$ cat config.mk
export PLATFORM = sky130hd
export DESIGN_NAME = sector_scan
export DESIGN_NICKNAME = d
export VERILOG_FILES = /design/src/rtl/sector_scan.sv
export SDC_FILE = /design/constraint.sdc
export NUM_CORES = 1
export LEC_CHECK = 0
export ABC_AREA = 0
export CORE_ASPECT_RATIO = 1.2
export CORE_UTILIZATION = 31
export CTS_BUF_LIST = sky130_fd_sc_hd__clkbuf_16
export CTS_CLUSTER_SIZE = 12
export DETAILED_ROUTE_END_ITERATION = 12
export SYNTH_ARGS = -nofsm -noshare
export SYNTH_HDL_FRONTEND = slang
export SYNTH_SLANG_ARGS = --single-unit
$ cat constraint.sdc
create_clock -name clk -period 3.7 [get_ports clk]
set_clock_uncertainty 0.15 [all_clocks]
set_input_delay 0.555 -clock clk [delete_from_list [all_inputs] [get_ports clk]]
set_output_delay 0.555 -clock clk [all_outputs]
set_load 0.02 [all_outputs]
$ cat src/rtl/sector_scan.sv
module sector_scan #(
  parameter int DW = 8,
  parameter int RW = 8
) (
  input  logic          clk,
  input  logic          rst_n,
  input  logic          start,
  input  logic [1:0]    mode,
  input  logic          step_two,
  input  logic          skip_del,
  input  logic [RW-1:0] first_rec,
  input  logic [RW-1:0] end_rec,
  input  logic          sec_begin,
  input  logic [RW-1:0] sec_rec,
  input  logic          sec_deleted,
  input  logic          byte_vld,
  input  logic [DW-1:0] disk_byte,
  input  logic [DW-1:0] host_byte,
  input  logic          sec_end,
  output logic          busy,
  output logic          done,
  output logic          scan_hit,
  output logic          scan_nsat,
  output logic          ctrl_mark,
  output logic [RW-1:0] result_rec
);
  localparam logic [1:0] M_GE = 2'd1;
  localparam logic [1:0] M_LE = 2'd2;

  logic [1:0]    mode_r;
  logic          step_r, skip_r, sel, drop, ok_acc, eq_acc;
  logic [RW-1:0] tgt, eot_r;

  wire          wild   = &host_byte;
  wire          b_eq   = wild | (disk_byte == host_byte);
  wire          b_cond = (mode_r == M_GE) ? (disk_byte >= host_byte) :
                         (mode_r == M_LE) ? (disk_byte <= host_byte) :
                                            (disk_byte == host_byte);
  wire          b_ok   = wild | b_cond;
  wire          take   = byte_vld & sel;
  wire          sec_ok = ok_acc & (~take | b_ok) & ~drop;
  wire          sec_eq = eq_acc & (~take | b_eq);
  wire [RW:0]   nxt    = {1'b0, tgt} + (step_r ? (RW+1)'(2) : (RW+1)'(1));
  wire          closing = sel & sec_end;
  wire          finish  = closing & (sec_ok | (nxt > {1'b0, eot_r}));

  always_ff @(posedge clk or negedge rst_n) begin
    if (!rst_n) begin
      busy       <= 1'b0;
      done       <= 1'b0;
      scan_hit   <= 1'b0;
      scan_nsat  <= 1'b0;
      ctrl_mark  <= 1'b0;
      result_rec <= '0;
      mode_r     <= '0;
      step_r     <= 1'b0;
      skip_r     <= 1'b0;
      tgt        <= '0;
      eot_r      <= '0;
      sel        <= 1'b0;
      drop       <= 1'b0;
      ok_acc     <= 1'b0;
      eq_acc     <= 1'b0;
    end else begin
      done <= 1'b0;
      if (start && !busy) begin
        busy      <= 1'b1;
        mode_r    <= mode;
        step_r    <= step_two;
        skip_r    <= skip_del;
        tgt       <= first_rec;
        eot_r     <= end_rec;
        scan_hit  <= 1'b0;
        scan_nsat <= 1'b0;
        ctrl_mark <= 1'b0;
        sel       <= 1'b0;
      end else if (busy) begin
        if (sec_begin && sec_rec == tgt) begin
          sel    <= 1'b1;
          drop   <= sec_deleted & skip_r;
          ok_acc <= 1'b1;
          eq_acc <= 1'b1;
          if (sec_deleted) ctrl_mark <= 1'b1;
        end else begin
          if (take) begin
            ok_acc <= ok_acc & b_ok;
            eq_acc <= eq_acc & b_eq;
          end
          if (closing) begin
            sel        <= 1'b0;
            result_rec <= tgt;
            if (finish) begin
              busy      <= 1'b0;
              done      <= 1'b1;
              scan_hit  <= sec_ok & sec_eq;
              scan_nsat <= ~sec_ok;
            end else begin
              tgt <= nxt[RW-1:0];
            end
          end
        end
      end
    end
  end
endmodule

Word-level counts from Yosys, hierarchy flattened:

Cells that the tools add are included.

* add/subtract/negate cells: 1
* magnitude comparators: 3
* equal/unequal tests: 6
* multiplexer cells: 40
* bitwise operators: 20
* reductions and logical operators: 18

Operators with widths (number)
* $mux 8: 5
* $mux 1: 34
* $eq 8x8->1: 2
* $reduce_and 4->1: 3
* $reduce_bool 2->1: 6
* $and 1x1->1: 10
* $add 8x2->9: 1
* $gt 9x8->1: 1
* $reduce_and 3->1: 3
* $ge 8x8->1: 1
* $le 8x8->1: 1
* $reduce_and 8->1: 1
* $not 1->1: 5
* $or 1x1->1: 5
* $reduce_bool 3->1: 1
* $eq 2x1->1 const B: 1
* $eq 2x2->1 const B: 1
* $logic_and 1x1->1: 2
* $mux 2: 1
* $ne 2x1->1 const B: 1
* $ne 2x2->1 const B: 1
* $reduce_and 2->1: 1
* $logic_not 1->1: 1

* bits in registers: 37
* bits of input ports: 51
* output and inout port bits: 13
* logic and storage cells: 103

Depth between registers and ports, before layout:

Gate-level depths: netlist (run 1).

* word-level depth: 14
* gate-level depth with buffers: 14

Worst setup path before layout (run 1):

Ideal clock, no wire load.

* path type: register -> register
* start: register step_r
* end: register tgt[0]
* setup time: 0.125 ns
* arrival time: 2.909 ns
* required time: 3.425 ns
* path slack: 0.516 ns
* stages on the path, launching flop included: 14
* buffers on the path: 0
* path through: dfrtp_1 > inv_1 > ha_1 > fa_1 > nand3_1 > or3_1 > xnor2_1 > ha_1 > nand4_1 > a21oi_1 > o41ai_1 > o31a_1 > a31oi_4 > mux2_4

* longest elaborated chain between the ends: 7

Ends and longest elaborated chain
* from (decl): RTL line 31 `logic step_r, skip_r, sel, drop, ok_acc, eq_acc;`
* from (signal assigned): RTL line 69 `step_r <= step_two;`
* $mux 2 (*): RTL line 43 `wire [RW:0] nxt = {1'b0, tgt} + (step_r ? (RW+1)'(2) : (RW+1)'(1));`
* $add 8x2->9 (*): RTL line 43
* $gt 9x8->1 or $mux 8 (tied branches): RTL line 45, 92
* $or 1x1->1 or $mux 8 (tied branches): RTL line 45, 89
* $and 1x1->1 or $mux 8 (tied branches): RTL line 45, 78
* $ne 2x1->1 (no source line) or $mux 8 (tied branches)
* $reduce_and 4->1 (no source line) or $mux 8 (tied branches)
* to (signal assigned): RTL line 71 `tgt <= first_rec;`
* to (signal assigned): RTL line 98 `tgt <= nxt[RW-1:0];`
* to (decl): RTL line 32 `logic [RW-1:0] tgt, eot_r;`

Mark *: on every way between the ends. The rest lies on a longest branch, timed or not. The select of a mux whose other input is x is not followed.
A chain may end at the register's enable or synchronous reset.

Worst setup path after layout (run 1):

* start: register step_r
* end: register tgt[3]

Same word-level chain as after synthesis.

==> results of run 1 <==
## worst reg2reg max path, delay by kind of cell (launching register included)
| family | cells | cell delay [ps] |
|---|---|---|
| compound gates | 4 | 830 |
| fa+ha+maj | 3 | 690 |
| simple gates | 3 | 580 |
| flops | 1 | 410 |
| buf+inv | 2 | 310 |
| xor+xnor | 1 | 210 |
| mux | 1 | 180 |
## flip-flops by register name, summed over array words and instances (netlist names)
name / cells
tgt: 8
result_rec: 8
skip_r: 1
done: 1
step_r: 1
ctrl_mark: 1
drop: 1
mode_r: 2
eq_acc: 1
scan_nsat: 1
ok_acc: 1
eot_r: 8
scan_hit: 1
sel: 1
busy: 1
## cell usage after synthesis
| cell | n | area share (%) |
|---|---|---|
| xor2_1 | 1 | 0.40 |
| nor4_1 | 1 | 0.28 |
| a21oi_1 | 8 | 1.8 |
| nand4_1 | 6 | 1.7 |
| nor2b_1 | 3 | 0.85 |
| or4_1 | 1 | 0.34 |
| nor2_2 | 1 | 0.28 |
| nand3b_1 | 1 | 0.34 |
| nor3_1 | 1 | 0.23 |
| dfrtp_1 | 37 | 42 |
| o21ai_0 | 17 | 3.8 |
| ha_1 | 18 | 10 |
| nor2_1 | 10 | 1.7 |
| nor2b_4 | 1 | 0.62 |
| nand2_1 | 38 | 6.4 |
| o41ai_1 | 1 | 0.40 |
| clkbuf_1 | 5 | 0.85 |
| xnor2_1 | 13 | 5.1 |
| o211ai_1 | 1 | 0.34 |
| a31oi_4 | 1 | 0.96 |
| a21oi_2 | 1 | 0.40 |
| or4b_4 | 1 | 0.62 |
| mux2_2 | 8 | 4.1 |
| mux2_4 | 2 | 1.4 |
| nand2b_1 | 2 | 0.56 |
| o31a_1 | 1 | 0.40 |
| nand3_1 | 5 | 1.1 |
| o211ai_2 | 1 | 0.56 |
| a211oi_1 | 1 | 0.34 |
| fa_1 | 1 | 0.90 |
| a31o_4 | 1 | 0.79 |
| inv_1 | 25 | 4.2 |
| mux2i_1 | 12 | 5.4 |
| o221a_2 | 1 | 0.51 |
| or3_1 | 1 | 0.28 |
## where the power goes
part / internal [mW] / switching (mW) / total (mW)
Combinational: 0.432 / 0.439 / 0.871
Sequential: 0.536 / 0.113 / 0.649
Clock: 0.241 / 0.151 / 0.392
## routing by layer
metal / vias to the layer above / wire, um / share of wire (%) / GRT usage, %
met5: - / 0 / 0 / 0
met4: 0 / 79 / 1.5 / 5.45
met3: 7 / 360 / 7.0 / 3.77
met2: 65 / 2630 / 51 / 27.7
met1: 875 / 2110 / 41 / 16.6
li1: 911 / - / - / -
## through the flow
step | util [%] | area, sq um | setup WS, ps | hold slack [ps] | total power, mW
after CTS | 45.2 | 3100 | 226 | 329 | 1.94
after global routing | 45.2 | 3100 | 31.6 | 354 | 2.08
after global placement | 43.3 | 2970 | 318 | 309 | 1.51
after floorplan | - | 2220 | 516 | 109 | 1.24
after detailed placement | 43.3 | 2970 | 241 | 315 | 1.53
final | 45.2 | 3100 | 264 | 325 | 1.91
## cell type report
class,count,area [sq um]
Clock inverter,2,7.51
Fill cell,715,3750
Clock buffer,5,125
Timing Repair Buffer,67,661
Tap cell,87,109
Multi-Input combinational cell,161,1180
Inverter,25,93.8
Sequential cell,37,926
## worst paths after layout
path                        start            end  slack, ps  cells past startpoint
max                        step_r         tgt[3]        260                     14
min                          drop           drop        320                      2
max reg2reg                step_r         tgt[3]        260                     14
min reg2reg                  drop           drop        320                      2
max in group asynchronous   rst_n       scan_hit       1930                      2
min in group asynchronous   rst_n  result_rec[3]        710                      1
## logic make-up (layout without fill, tap and decap cells)
logic type               after synthesis  after routing  share of synthesized area [%]
flip-flops                            37             37                           41.8
XOR/XNOR                              14             14                           5.53
buffers and inverters                 30             99                           5.08
AND/OR/NAND/NOR                       72             72                           15.4
multiplexers                          22             22                           10.8
adder cells (fa/ha/maj)               19             19                           11.1
AO/OA/AOI/OAI                         34             34                           10.3
==> metrics.txt, run 1 <==
status finished, final reports clean; Port-buffer cells 63; # IOs 64; final hold violation count 0; gate count of the mapped netlist ~230; most common cell after layout, fill and taps aside clkdlybuf4s50_1; drt wl/cell around 13 um; setup TNS 0 ps; H-tree levels 2; largest net degree at the start of global routing 25; critical path required time ~3700 ps; Unique masters post-synth 35; dpl cells ~380; post-synthesis register bit count 37; Num CTS Buffers 5; FMAX just under 300 MHz; # rows 33; Core Region a little under 7000 sq um; max cap viols 0; final setup violation count 0; share of layout cells above drive strength 1 9.09%; critical-path cell list inv_1 -> ha_1 -> fa_1 -> nand3_1 -> or3_1 -> xnor2_1 -> ha_1 -> nand4_1 -> a21oi_1 -> o41ai_1 -> o31a_1 -> a31oi_4 -> buf_4 -> mux2i_1; GRT Util Overall 15.1%; RSZ-0062 raised after global routing false; setup bufs post-CTS 0; sequential fraction of the synthesis area between 40% and 50%; root buffer cell clkbuf_16; Die Height 94.6 um; Final Max Slew Viols 0; remaining routing DRC violations 0; Post-CTS Hold Buffers 0; post-cts sizing count 0; CTS clock-pin slew for the worst setup and hold paths 50 ps; Layout Cells excl Fill between 300 and 400; dpl hpwl 4080 um; area grow syn2layout 39.9%; chip width roughly 80 um; Clock Path Buffers 2; CP max FO 6; Routability Congestion around 0.8; CP max stage cell dfrtp_1; Pre-Repair DR Iteration Count 4; startpoint types flip-flop; initial antenna violation count 0; cell area after synthesis roughly 2200 sq um; Clk Latency, worst-skew pair between 200 and 300 ps; critical path buffer and inverter count 2; CP arrival approximately 3500 ps; Routed Antenna Nets 0; Worst setup EP type flip-flop; Tmin final ~3400 ps; global-route wire length before repair between 8000 and 9000 um; post-route clock period utilization between 90 and 100%; Critical Path Max Stage Delay slightly above 400 ps; initial core utilization between 30% and 40%; WL final between 5000 and 6000 um; leak pwr between 1 and 1.5 nW; GRT Residual Overflow 0; CTS tree done; most frequent cells in the layout 63 x clkdlybuf4s50_1, 38 x nand2_1, 37 x dfrtp_1, 26 x inv_1, 18 x ha_1; type of the worst setup path flip-flop to flip-flop; max_slew headroom 27.3%; worst slew pin tran between 1000 and 1500 ps; Die ar. roughly 7500 sq um; maximum vdd drop around 350 uV; yosys warns 0; initial DRC count 62; Top delay family on crit path compound AO/OA/AOI/OAI gates; Power per Cell Area roughly 620 nW/um^2; CTS sink count 37; vias between 1.5k and 2k; Avg Inst Size Synth 9.72 sq um; Via-to-Cell Ratio between 4 and 5; vias in the first global route about 1.9k; Worst Hold Class flip-flop to flip-flop; # diodes 0; syn nets 298; most used cell, CP ha_1; layout net count roughly 370
No activity file was read; power rests on OpenSTA's default activity.
==> run 2, diff against run 1 <==
TNS_END_PERCENT = 5   (was unset)
==> results of run 2 <==
The final DEF is identical to that of run 1; final timing and power are the same.
